--- src/rtl/vtg_pkg.sv ---
package vtg_pkg;

  // Strobes decoded by the control from the raster position
  typedef struct packed {
    logic lineEnd;     // last clock of a line
    logic frameEnd;    // last line of the frame
    logic rowAdvance;  // move row base to the next character row
    logic fetchWin;    // screen address is being presented
    logic colStep;     // end of a fetch slot
    logic latchCode;   // capture the returned character code
    logic loadShift;   // load the returned pattern into the shifter
    logic shiftStep;   // advance the shifter by one pixel
    logic visible;     // inside the active picture
  } vtgStrobes_t;

endpackage

--- src/rtl/vtg_ctrl.sv ---
module vtg_ctrl
  import vtg_pkg::*;
#(
  parameter int LINE_CLKS       = 1024,
  parameter int LINES_PER_FRAME = 312,
  parameter int COLS            = 40,
  parameter int ROWS            = 25,
  parameter int CHAR_W          = 8,
  parameter int CHAR_H          = 8,
  parameter int PIX_CLKS        = 2,
  parameter int H_DISP_START    = 192,
  parameter int HSYNC_START     = 880,
  parameter int HSYNC_CLKS      = 75,
  parameter int VSYNC_FIRST     = 250,
  parameter int VSYNC_LINES     = 3,
  parameter int CLK_DIV         = 16,
  localparam int HB = $clog2(LINE_CLKS),
  localparam int VB = $clog2(LINES_PER_FRAME)
) (
  input  logic [HB-1:0] hCount,
  input  logic [VB-1:0] vCount,
  output vtgStrobes_t   strb,
  output logic          hBlank,
  output logic          vBlank,
  output logic          hSyncN,
  output logic          vSyncN,
  output logic          cpuClkEn
);

  localparam int SLOT       = CHAR_W * PIX_CLKS;
  localparam int SLOT_BITS  = $clog2(SLOT);
  localparam int PIX_BITS   = (PIX_CLKS > 1) ? $clog2(PIX_CLKS) : 1;
  localparam int DIV_BITS   = $clog2(CLK_DIV);
  localparam int SCAN_BITS  = $clog2(CHAR_H);
  localparam int ACT_LINES  = ROWS * CHAR_H;
  localparam int H_DISP_END = H_DISP_START + COLS * SLOT;

  localparam logic [HB-1:0] H_LAST     = HB'(LINE_CLKS - 1);
  localparam logic [HB-1:0] H_DISP_LO  = HB'(H_DISP_START);
  localparam logic [HB-1:0] H_DISP_HI  = HB'(H_DISP_END);
  localparam logic [HB-1:0] H_FETCH_LO = HB'(H_DISP_START - SLOT);
  localparam logic [HB-1:0] H_FETCH_HI = HB'(H_DISP_END - SLOT);
  localparam logic [HB-1:0] H_SYNC_LO  = HB'(HSYNC_START);
  localparam logic [HB-1:0] H_SYNC_HI  = HB'(HSYNC_START + HSYNC_CLKS);
  localparam logic [VB-1:0] V_LAST     = VB'(LINES_PER_FRAME - 1);
  localparam logic [VB-1:0] V_ACT      = VB'(ACT_LINES);
  localparam logic [VB-1:0] V_ACT_LAST = VB'(ACT_LINES - 1);
  localparam logic [VB-1:0] V_SYNC_LO  = VB'(VSYNC_FIRST);
  localparam logic [VB-1:0] V_SYNC_HI  = VB'(VSYNC_FIRST + VSYNC_LINES);

  logic activeLine;
  logic hDisp;
  logic slotEnd;
  logic pixEnd;
  logic [SLOT_BITS-1:0] phase;

  assign phase      = hCount[SLOT_BITS-1:0];
  assign activeLine = vCount < V_ACT;
  assign hDisp      = (hCount >= H_DISP_LO) && (hCount < H_DISP_HI);
  assign slotEnd    = phase == SLOT_BITS'(SLOT - 1);
  assign pixEnd     = (PIX_CLKS > 1) ? (phase[PIX_BITS-1:0] == {PIX_BITS{1'b1}}) : 1'b1;

  always_comb begin
    strb            = '0;
    strb.lineEnd    = hCount == H_LAST;
    strb.frameEnd   = vCount == V_LAST;
    strb.fetchWin   = activeLine && (hCount >= H_FETCH_LO) && (hCount < H_FETCH_HI);
    strb.colStep    = strb.fetchWin && slotEnd;
    strb.latchCode  = strb.fetchWin && (phase == SLOT_BITS'(1));
    strb.loadShift  = strb.colStep;
    strb.visible    = activeLine && hDisp;
    strb.shiftStep  = strb.visible && pixEnd && !strb.loadShift;
    strb.rowAdvance = strb.lineEnd && activeLine && (vCount != V_ACT_LAST) &&
                      (vCount[SCAN_BITS-1:0] == {SCAN_BITS{1'b1}});
  end

  assign hBlank   = !hDisp;
  assign vBlank   = !activeLine;
  assign hSyncN   = !((hCount >= H_SYNC_LO) && (hCount < H_SYNC_HI));
  assign vSyncN   = !((vCount >= V_SYNC_LO) && (vCount < V_SYNC_HI));
  assign cpuClkEn = hCount[DIV_BITS-1:0] == '0;

endmodule

--- src/rtl/vtg_datapath.sv ---
module vtg_datapath
  import vtg_pkg::*;
#(
  parameter int LINE_CLKS       = 1024,
  parameter int LINES_PER_FRAME = 312,
  parameter int COLS            = 40,
  parameter int ROWS            = 25,
  parameter int CHAR_W          = 8,
  parameter int CHAR_H          = 8,
  parameter int CODE_W          = 8,
  localparam int HB = $clog2(LINE_CLKS),
  localparam int VB = $clog2(LINES_PER_FRAME),
  localparam int AB = $clog2(COLS * ROWS),
  localparam int CB = $clog2(COLS),
  localparam int SB = $clog2(CHAR_H),
  localparam int RB = CODE_W + SB
) (
  input  logic              clk,
  input  logic              rst,
  input  vtgStrobes_t       strb,
  input  logic [CODE_W-1:0] charCode,
  input  logic [CHAR_W-1:0] romData,
  output logic [HB-1:0]     hCount,
  output logic [VB-1:0]     vCount,
  output logic [AB-1:0]     screenAddr,
  output logic [RB-1:0]     romAddr,
  output logic              pixel
);

  logic [AB-1:0]     rowBase;
  logic [CB-1:0]     fetchCol;
  logic [CODE_W-1:0] codeReg;
  logic [CHAR_W-1:0] shiftReg;

  // Raster position
  always_ff @(posedge clk) begin
    if (rst) begin
      hCount <= '0;
      vCount <= '0;
    end else if (strb.lineEnd) begin
      hCount <= '0;
      vCount <= strb.frameEnd ? '0 : vCount + 1'b1;
    end else begin
      hCount <= hCount + 1'b1;
    end
  end

  // Running row base replaces a row x columns multiplier
  always_ff @(posedge clk) begin
    if (rst || (strb.lineEnd && strb.frameEnd)) rowBase <= '0;
    else if (strb.rowAdvance)                   rowBase <= rowBase + AB'(COLS);
  end

  always_ff @(posedge clk) begin
    if (rst || strb.lineEnd) fetchCol <= '0;
    else if (strb.colStep)   fetchCol <= fetchCol + 1'b1;
  end

  always_ff @(posedge clk) begin
    if (rst)                 codeReg <= '0;
    else if (strb.latchCode) codeReg <= charCode;
  end

  always_ff @(posedge clk) begin
    if (rst)                 shiftReg <= '0;
    else if (strb.loadShift) shiftReg <= romData;
    else if (strb.shiftStep) shiftReg <= {shiftReg[CHAR_W-2:0], 1'b0};
  end

  assign screenAddr = strb.fetchWin ? (rowBase + AB'(fetchCol)) : '0;
  assign romAddr    = {codeReg, vCount[SB-1:0]};
  assign pixel      = strb.visible & shiftReg[CHAR_W-1];

endmodule

--- src/rtl/video_timing_gen.sv ---
module video_timing_gen
  import vtg_pkg::*;
#(
  parameter int LINE_CLKS       = 1024,
  parameter int LINES_PER_FRAME = 312,
  parameter int COLS            = 40,
  parameter int ROWS            = 25,
  parameter int CHAR_W          = 8,
  parameter int CHAR_H          = 8,
  parameter int CODE_W          = 8,
  parameter int PIX_CLKS        = 2,
  parameter int H_DISP_START    = 192,
  parameter int HSYNC_START     = 880,
  parameter int HSYNC_CLKS      = 75,
  parameter int VSYNC_FIRST     = 250,
  parameter int VSYNC_LINES     = 3,
  parameter int CLK_DIV         = 16,
  localparam int HB = $clog2(LINE_CLKS),
  localparam int VB = $clog2(LINES_PER_FRAME),
  localparam int AB = $clog2(COLS * ROWS),
  localparam int RB = CODE_W + $clog2(CHAR_H)
) (
  input  logic              clk,
  input  logic              rst,
  input  logic [CODE_W-1:0] charCode,
  input  logic [CHAR_W-1:0] romData,
  output logic              cpuClkEn,
  output logic              hSyncN,
  output logic              vSyncN,
  output logic              hBlank,
  output logic              vBlank,
  output logic [AB-1:0]     screenAddr,
  output logic [RB-1:0]     romAddr,
  output logic              pixel
);

  vtgStrobes_t   strb;
  logic [HB-1:0] hCount;
  logic [VB-1:0] vCount;

  vtg_ctrl #(
    .LINE_CLKS(LINE_CLKS), .LINES_PER_FRAME(LINES_PER_FRAME),
    .COLS(COLS), .ROWS(ROWS), .CHAR_W(CHAR_W), .CHAR_H(CHAR_H),
    .PIX_CLKS(PIX_CLKS), .H_DISP_START(H_DISP_START),
    .HSYNC_START(HSYNC_START), .HSYNC_CLKS(HSYNC_CLKS),
    .VSYNC_FIRST(VSYNC_FIRST), .VSYNC_LINES(VSYNC_LINES), .CLK_DIV(CLK_DIV)
  ) uCtrl (
    .hCount(hCount), .vCount(vCount), .strb(strb),
    .hBlank(hBlank), .vBlank(vBlank), .hSyncN(hSyncN), .vSyncN(vSyncN),
    .cpuClkEn(cpuClkEn)
  );

  vtg_datapath #(
    .LINE_CLKS(LINE_CLKS), .LINES_PER_FRAME(LINES_PER_FRAME),
    .COLS(COLS), .ROWS(ROWS), .CHAR_W(CHAR_W), .CHAR_H(CHAR_H), .CODE_W(CODE_W)
  ) uData (
    .clk(clk), .rst(rst), .strb(strb), .charCode(charCode), .romData(romData),
    .hCount(hCount), .vCount(vCount), .screenAddr(screenAddr),
    .romAddr(romAddr), .pixel(pixel)
  );

endmodule

--- config.mk ---
export PLATFORM = sky130hd
export DESIGN_NAME = video_timing_gen
export DESIGN_NICKNAME = d
export VERILOG_FILES = /design/src/rtl/vtg_pkg.sv /design/src/rtl/vtg_ctrl.sv /design/src/rtl/vtg_datapath.sv /design/src/rtl/video_timing_gen.sv
export SDC_FILE = /design/constraint.sdc
export NUM_CORES = 1
export LEC_CHECK = 0
export ABC_CLOCK_PERIOD_IN_PS = 2200
export BUFFER_PORTS_ARGS = -buffer_cell sky130_fd_sc_hd__buf_2
export CAP_MARGIN = 20
export CORE_MARGIN = 1.5
export CORE_UTILIZATION = 30
export CTS_CLUSTER_SIZE = 28
export DETAILED_ROUTE_END_ITERATION = 16
export PLACE_DENSITY = 0.58
export SLEW_MARGIN = 20
export SYNTH_ARGS = -nofsm -noshare
export SYNTH_HDL_FRONTEND = slang
export SYNTH_SLANG_ARGS = --single-unit
--- constraint.sdc ---
create_clock -name clk -period 2.2 [get_ports clk]
set_input_delay 0.22 -clock clk [delete_from_list [all_inputs] [get_ports clk]]
set_output_delay 0.22 -clock clk [all_outputs]
set_load 0.005 [all_outputs]
==> run metrics, run 1 <==
outcome=finished, final reports clean; syn nets=318; Die Y=93.53 µm; hold slack=0.1293 ns; worst hold path class=input pin to flip-flop; Syn Inst Count=289; die area=8748 µm²; critical path peak fanout=5; Final Non-Filler Cells=449; CTS buffer count=5; placed inst area=2890 µm²; Port Buffer Count=44; CTS Buffer Depth=2; Seq/Total Area, Yosys=39.08%; slew of the pin with the lowest slew margin=0.5034 ns; Sink Count=48; TritonCTS clock tree=yes; nets=375; number of synthesized flops with an enable pin=0; Worst setup endpoint=uData.rowBase[9]$_SDFFE_PP0P_; Worst EP required=2.43 ns; Ant. Diodes=0; Core Rows=32; most frequent cells in the layout=nor2_1, buf_2, dfxtp_1; vias in the first global route=2042; crit-path max cell delay=0.48 ns; Post-synth ARST share=0%; Vias=2146; CTS H-tree depth=2; f_max=0.4712 GHz; Worst slew margin=66.08%; Critical Path Sink Type=flip-flop; clock skew=0.01017 ns; worst skew pair latency=0.30 ns; first-pass GRT wire length=9032 µm; Routed WL=5274 µm; Critical Path Source=uData.hCount[0]$_SDFF_PP0_; Synth Area per Inst=8.507 µm²; pwr dens=520.1 nW/µm²; Final ANT Viol Nets=0; synth top area cells=dfxtp_1, nor2_1, mux2i_1, xnor2_1, ha_1; Clock Pin Slew Worst Setup and Hold Paths=0.09 ns; Hold Fails Final Rpt=0; FF-to-FF setup slack=0.08 ns; core box area=7848 µm²; Static Leakage=1.233 nW; Synth cell types=43; # setup viols final=0; cell breakdown of the critical path=ha_4 -> nand3_2 -> or3_4 -> or3_4 -> or4_1 -> a21oi_1; Reg2Reg Depth=6; Synth Warn #=0; DRT iter0 DRCs=107; setup_tns=0 ns; pin count of the biggest net entering global routing=21; reg2reg end=uData.rowBase[9]$_SDFFE_PP0P_; initial antenna violation count=0; initial core utilization=31.33%; DRT Pass-1 Iters=4; GR Overflow Total=0; routability cong.=0.7751; Boundary Pins=45; HPWL Detailed=3928 µm; critical path's slowest cell=or4_1; most common cell after layout, fill and taps aside=nor2_1; clock root buffer=clkbuf_8; Avg WL per Cell=11.75 µm; max-cap check violation count=0; Tot Pwr=1.590 mW; worst path arrival time=2.36 ns; post-synth top area share=39.08%; Via density=4.780; Setup CP Type=flip-flop to flip-flop; RSZ-0062 raised after global routing=yes; Hold Path Origin=rst; share of cells above drive strength 1=26.80%; number of instances on the worst hold path=2; hold_buf cts=0; Placed Cells=440; Post-synth top flop=dfxtp_1; Mapped Area=2459 µm²; synthesized flop and latch total=48; peak supply drop=0.3031 mV; DR DRC count=0; Final min period=2.122 ns; Startpoint Class=flip-flop; Most common cell on crit path=or3_4; period utilisation layout=96.47%; P&R area growth vs syn=24.33%; final instance area=3057 µm²; post-synth top area cell=dfxtp_1; GR Util All Layers=12.78%; Crit Reg-Reg Startpoint=uData.hCount[0]$_SDFF_PP0_; Die Wd=93.53 µm; Max Slew Vio Count=0; Filler cells=847
==> kinds of logic after synthesis <==
logic type	synth area share (%)
AND/OR/NAND/NOR	25.39
flip-flops	39.08
AO/OA/AOI/OAI	10.74
XOR/XNOR	8.193
buffers and inverters	4.173
multiplexers	6.514
adder cells (fa/ha/maj)	5.903
==> synth_stat cells (all sizes together), types with 4 or more instances <==
master and n:
xor2 7, nand3 16, and3 8, o31ai 5
xnor2 16, a211oi 8, buf 6, clkbuf 8
o21ai 7, dfxtp 48, a21oi 18, nand2 19
inv 8, mux2i 16, and2 4, nor4 5
or3 5, ha 10, nor2 48, nor3 6
nand4 5, or4 5
==> critical path, delay by kind of cell (launching register included) <==
| family | cells | cell delay, ns |
|---|---|---|
| flip-flops | 1 | 0.39 |
| adder cells (fa/ha/maj) | 1 | 0.15 |
| AO/OA/AOI/OAI | 1 | 0.16 |
| AND/OR/NAND/NOR | 4 | 1.36 |
==> worst min path at each step <==
stage | endpoint | slack [ns]
floorplan | uData.shiftReg[1]$_SDFFE_PP0P_ | 0.29
global placement | uData.codeReg[4]$_SDFFE_PP0P_ | 0.45
detailed placement | uData.vCount[1]$_SDFFE_PP0N_ | 0.45
CTS | uData.vCount[1]$_SDFFE_PP0N_ | 0.13
global route | uData.vCount[1]$_SDFFE_PP0N_ | 0.14
finish | uData.vCount[1]$_SDFFE_PP0N_ | 0.13
==> timing repair <==
action                                  in CTS  in global routing
buffers inserted                             0                  1
gates resized for setup                      1                 13
pin swaps                                    0                  1
hold endpoints to repair                     0                  0
endpoints found under the setup margin       1                  7
==> final cells by class <==
class                   instances  area, µm²  area share, %
multi-input cells             219       1441          47.16
flip-flops and latches         48      970.9          31.76
repair buffers                 64      370.4          12.12
well taps                     102      127.6          4.175
clock buffers                   5      68.82          2.251
clock inverters                 3      47.55          1.555
inverters                       8      30.03         0.9824
==> report_power, final <==
part           internal [mW]  switching (mW)  leakage, nW  total [mW]
Combinational         0.0268          0.0299        0.785      0.0567
Clock                  0.343           0.312       0.0583       0.655
Sequential             0.872         0.00681        0.389       0.879
Total                   1.24           0.348         1.23        1.59
==> metal layers <==
metal,global-route usage [%],routed length (µm),vias to the layer above
met2,21.20,2415,29
met5,0,0,-
li1,-,-,1120
met1,16.73,2650,993
met4,3.483,51,0
met3,2.683,157,4
==> registers in the layout, summed over array words and instances (netlist names) <==
name and count:
uData.vCount 9, uData.shiftReg 8, uData.rowBase 7, uData.hCount 10, uData.codeReg 8, uData.fetchCol 6
==> per-stage QoR <==
stage / setup WS [ns] / utilization, %
floorplan: 0.01624 / -
detailed placement: 0.05828 / 36.83
finish: 0.07772 / 38.95
global placement: 0.1082 / 36.83
global route: -0.01467 / 38.95
CTS: 0.02158 / 38.33
(Power assumes the default switching activity.)
==> run 2: changes to the inputs <==
--- a/config.mk
+++ b/config.mk
@@ -5,7 +5,7 @@
 export SDC_FILE = /design/constraint.sdc
 export NUM_CORES = 1
 export LEC_CHECK = 0
-export ABC_CLOCK_PERIOD_IN_PS = 2200
+export ABC_CLOCK_PERIOD_IN_PS = 1900
 export BUFFER_PORTS_ARGS = -buffer_cell sky130_fd_sc_hd__buf_2
 export CAP_MARGIN = 20
 export CORE_MARGIN = 1.5
==> constraint.sdc (replaced) <==
create_clock -name clk -period 1.9 [get_ports clk]
set_input_delay 0.19 -clock clk [delete_from_list [all_inputs] [get_ports clk]]
set_output_delay 0.19 -clock clk [all_outputs]
set_load 0.005 [all_outputs]
==> run 2 against run 1 <==
Net effect:
- the run now ends with setup timing left
- routed wire length up 6.2%
- highest routed layer unchanged
- clock skew down 0.0037 ns
- register-to-register slack worse by 0.16 ns
- fmax up 7.0%
- first-iteration DRC count down 31%
- utilization up 3.9 points
==> run metrics, run 2 (same netlist as run 1, synthesis figures left out) <==
Worst Path Buf+Inv=0 (unchanged); slack of the critical path=-0.08330 ns (was 0.07772 ns); clock skew=0.006468 ns (was 0.01017 ns); period utilisation layout=104.4% (was 96.47%); CP delay by family, top=simple AND/OR/NAND/NOR gates (unchanged); placed inst area=3062 µm² (was 2890 µm²); # setup viols final=4 (was 0); Core Rows=32 (unchanged); die area=8748 µm² (unchanged); Static Leakage=1.383 nW (was 1.233 nW); worst path arrival time=2.23 ns (was 2.36 ns); GR Util All Layers=13.20% (was 12.78%); CTS buffer count=5 (unchanged); Vias=2252 (was 2146); peak supply drop=0.2896 mV (was 0.3031 mV); RSZ-0062 raised after global routing=yes (unchanged); outcome=finished, violations left (was finished, final reports clean); Die Y=93.53 µm (unchanged); critical path's slowest cell=or4_1 (unchanged); cell breakdown of the critical path=ha_4 -> nand3_4 -> or3_4 -> or3_4 -> or4_1 -> a21oi_1 (was ha_4 -> nand3_2 -> or3_4 -> or3_4 -> or4_1 -> a21oi_1); Boundary Pins=45 (unchanged); CTS Buffer Depth=2 (unchanged); f_max=0.5042 GHz (was 0.4712 GHz); Placed Cells=459 (was 440); Final min period=1.983 ns (was 2.122 ns); Hold Fails Final Rpt=0 (unchanged); largest registers=uData.hCount x10, uData.vCount x9 (unchanged); Sink Count=48 (unchanged); Die Wd=93.53 µm (unchanged); Final ANT Viol Nets=0 (unchanged); Clock Pin Slew Worst Setup and Hold Paths=0.09 ns (about the same); pwr dens=565.6 nW/µm² (was 520.1 nW/µm²); Max Slew Vio Count=0 (unchanged); Startpoint Class=flip-flop (unchanged); crit-path max cell delay=0.49 ns (was 0.48 ns); FF-to-FF setup slack=-0.08 ns (was 0.08 ns); slew of the pin with the lowest slew margin=0.3496 ns (was 0.5034 ns); vias in the first global route=2143 (was 2042); Via density=4.751 (was 4.780); Port Buffer Count=44 (unchanged); most frequent cells in the layout=nor2_1, buf_2, dfxtp_1 (unchanged); Worst EP required=2.14 ns (was 2.43 ns); GR Overflow Total=0 (unchanged); CTS H-tree depth=2 (unchanged); pin count of the biggest net entering global routing=17 (was 21); initial core utilization=31.33% (unchanged); Top reg by flops=uData.hCount (unchanged); Filler cells=814 (was 847); Worst slew margin=76.45% (was 66.08%); Most common cell on crit path=or3_4 (unchanged); HPWL Detailed=4172 µm (was 3928 µm); Setup CP Type=flip-flop to flip-flop (unchanged); Ant. Diodes=0 (unchanged); DRT Pass-1 Iters=4 (unchanged); max-cap check violation count=0 (unchanged); DRT iter0 DRCs=74 (was 107); Post-Place Setup Slack=-0.1030 ns (was 0.05828 ns); Final Non-Filler Cells=474 (was 449); final instance area=3362 µm² (was 3057 µm²); clock root buffer=clkbuf_8 (unchanged); hold_buf cts=0 (unchanged); Avg WL per Cell=11.81 µm (was 11.75 µm); failing checks=setup timing; max reg flops=10 (unchanged); worst hold path class=input pin to flip-flop (unchanged); share of cells above drive strength 1=35.48% (was 26.80%); routability cong.=0.8093 (was 0.7751); DR DRC count=0 (unchanged); most common cell after layout, fill and taps aside=nor2_1 (unchanged); critical path peak fanout=4 (was 5); nets=400 (was 375); P&R area growth vs syn=36.74% (was 24.33%); worst skew pair latency=0.30 ns (about the same); Routed WL=5600 µm (was 5274 µm); core box area=7848 µm² (unchanged); initial antenna violation count=0 (unchanged); Critical Path Sink Type=flip-flop (unchanged); first-pass GRT wire length=9280 µm (was 9032 µm); TritonCTS clock tree=yes (unchanged)
run 2: cell type report:
cell class,instances,area (µm²),share of cell area (%)
multi-input cells,219,1496,44.51
flip-flops and latches,48,978.4,29.10
repair buffers,89,603.1,17.94
well taps,102,127.6,3.796
clock buffers,7,96.34,2.866
clock inverters,1,30.03,0.8932
inverters,8,30.03,0.8932
run 2: final timing paths:
check                                  from                             end  depth (start not counted)
min                             charCode[6]   uData.codeReg[6]$_SDFFE_PP0P_                          3
max              uData.hCount[0]$_SDFF_PP0_   uData.rowBase[8]$_SDFFE_PP0P_                          6
min reg2reg  uData.shiftReg[0]$_SDFFE_PP0P_  uData.shiftReg[0]$_SDFFE_PP0P_                          2
max reg2reg      uData.hCount[0]$_SDFF_PP0_   uData.rowBase[8]$_SDFFE_PP0P_                          6
run 2: stage by stage:
stage	TNS (ns)	utilization [%]	hold slack (ns)	total power, mW
6_report	-0.1590	42.84	0.1152	1.902
4_1_cts	-0.2913	42.01	0.1095	1.930
2_1_floorplan	-0.2897	-	0.2628	1.073
5_1_grt	-0.8620	42.84	0.1139	1.975
3_3_place_gp	-0.07771	39.01	0.4205	1.117
3_5_place_dp	-0.1124	39.01	0.4353	1.120
run 2: worst register-to-register path, delay by kind of cell (launching register included):
family / cells / cell delay, ns
simple gates: 4 / 1.29
flops: 1 / 0.37
fa+ha+maj: 1 / 0.15
compound gates: 1 / 0.13
run 2: metal layers:
| metal | GRT usage (%) | part of all wire [%] |
|---|---|---|
| met1 | 16.43 | 48 |
| met2 | 22.52 | 48 |
| met3 | 2.846 | 3.7 |
| met4 | 4.353 | 0.52 |
| met5 | 0 | 0 |
run 2: repair_timing:
item,4_1_cts,5_1_grt
resized for setup,20,15
setup buffers,5,2
setup endpoints to repair,8,15
pin swaps,14,10
run 2: power breakdown:
group	switching (mW)	internal, mW
logic	0.0396	0.0397
clock network	0.344	0.465
registers	0.00516	1.01
total	0.388	1.51
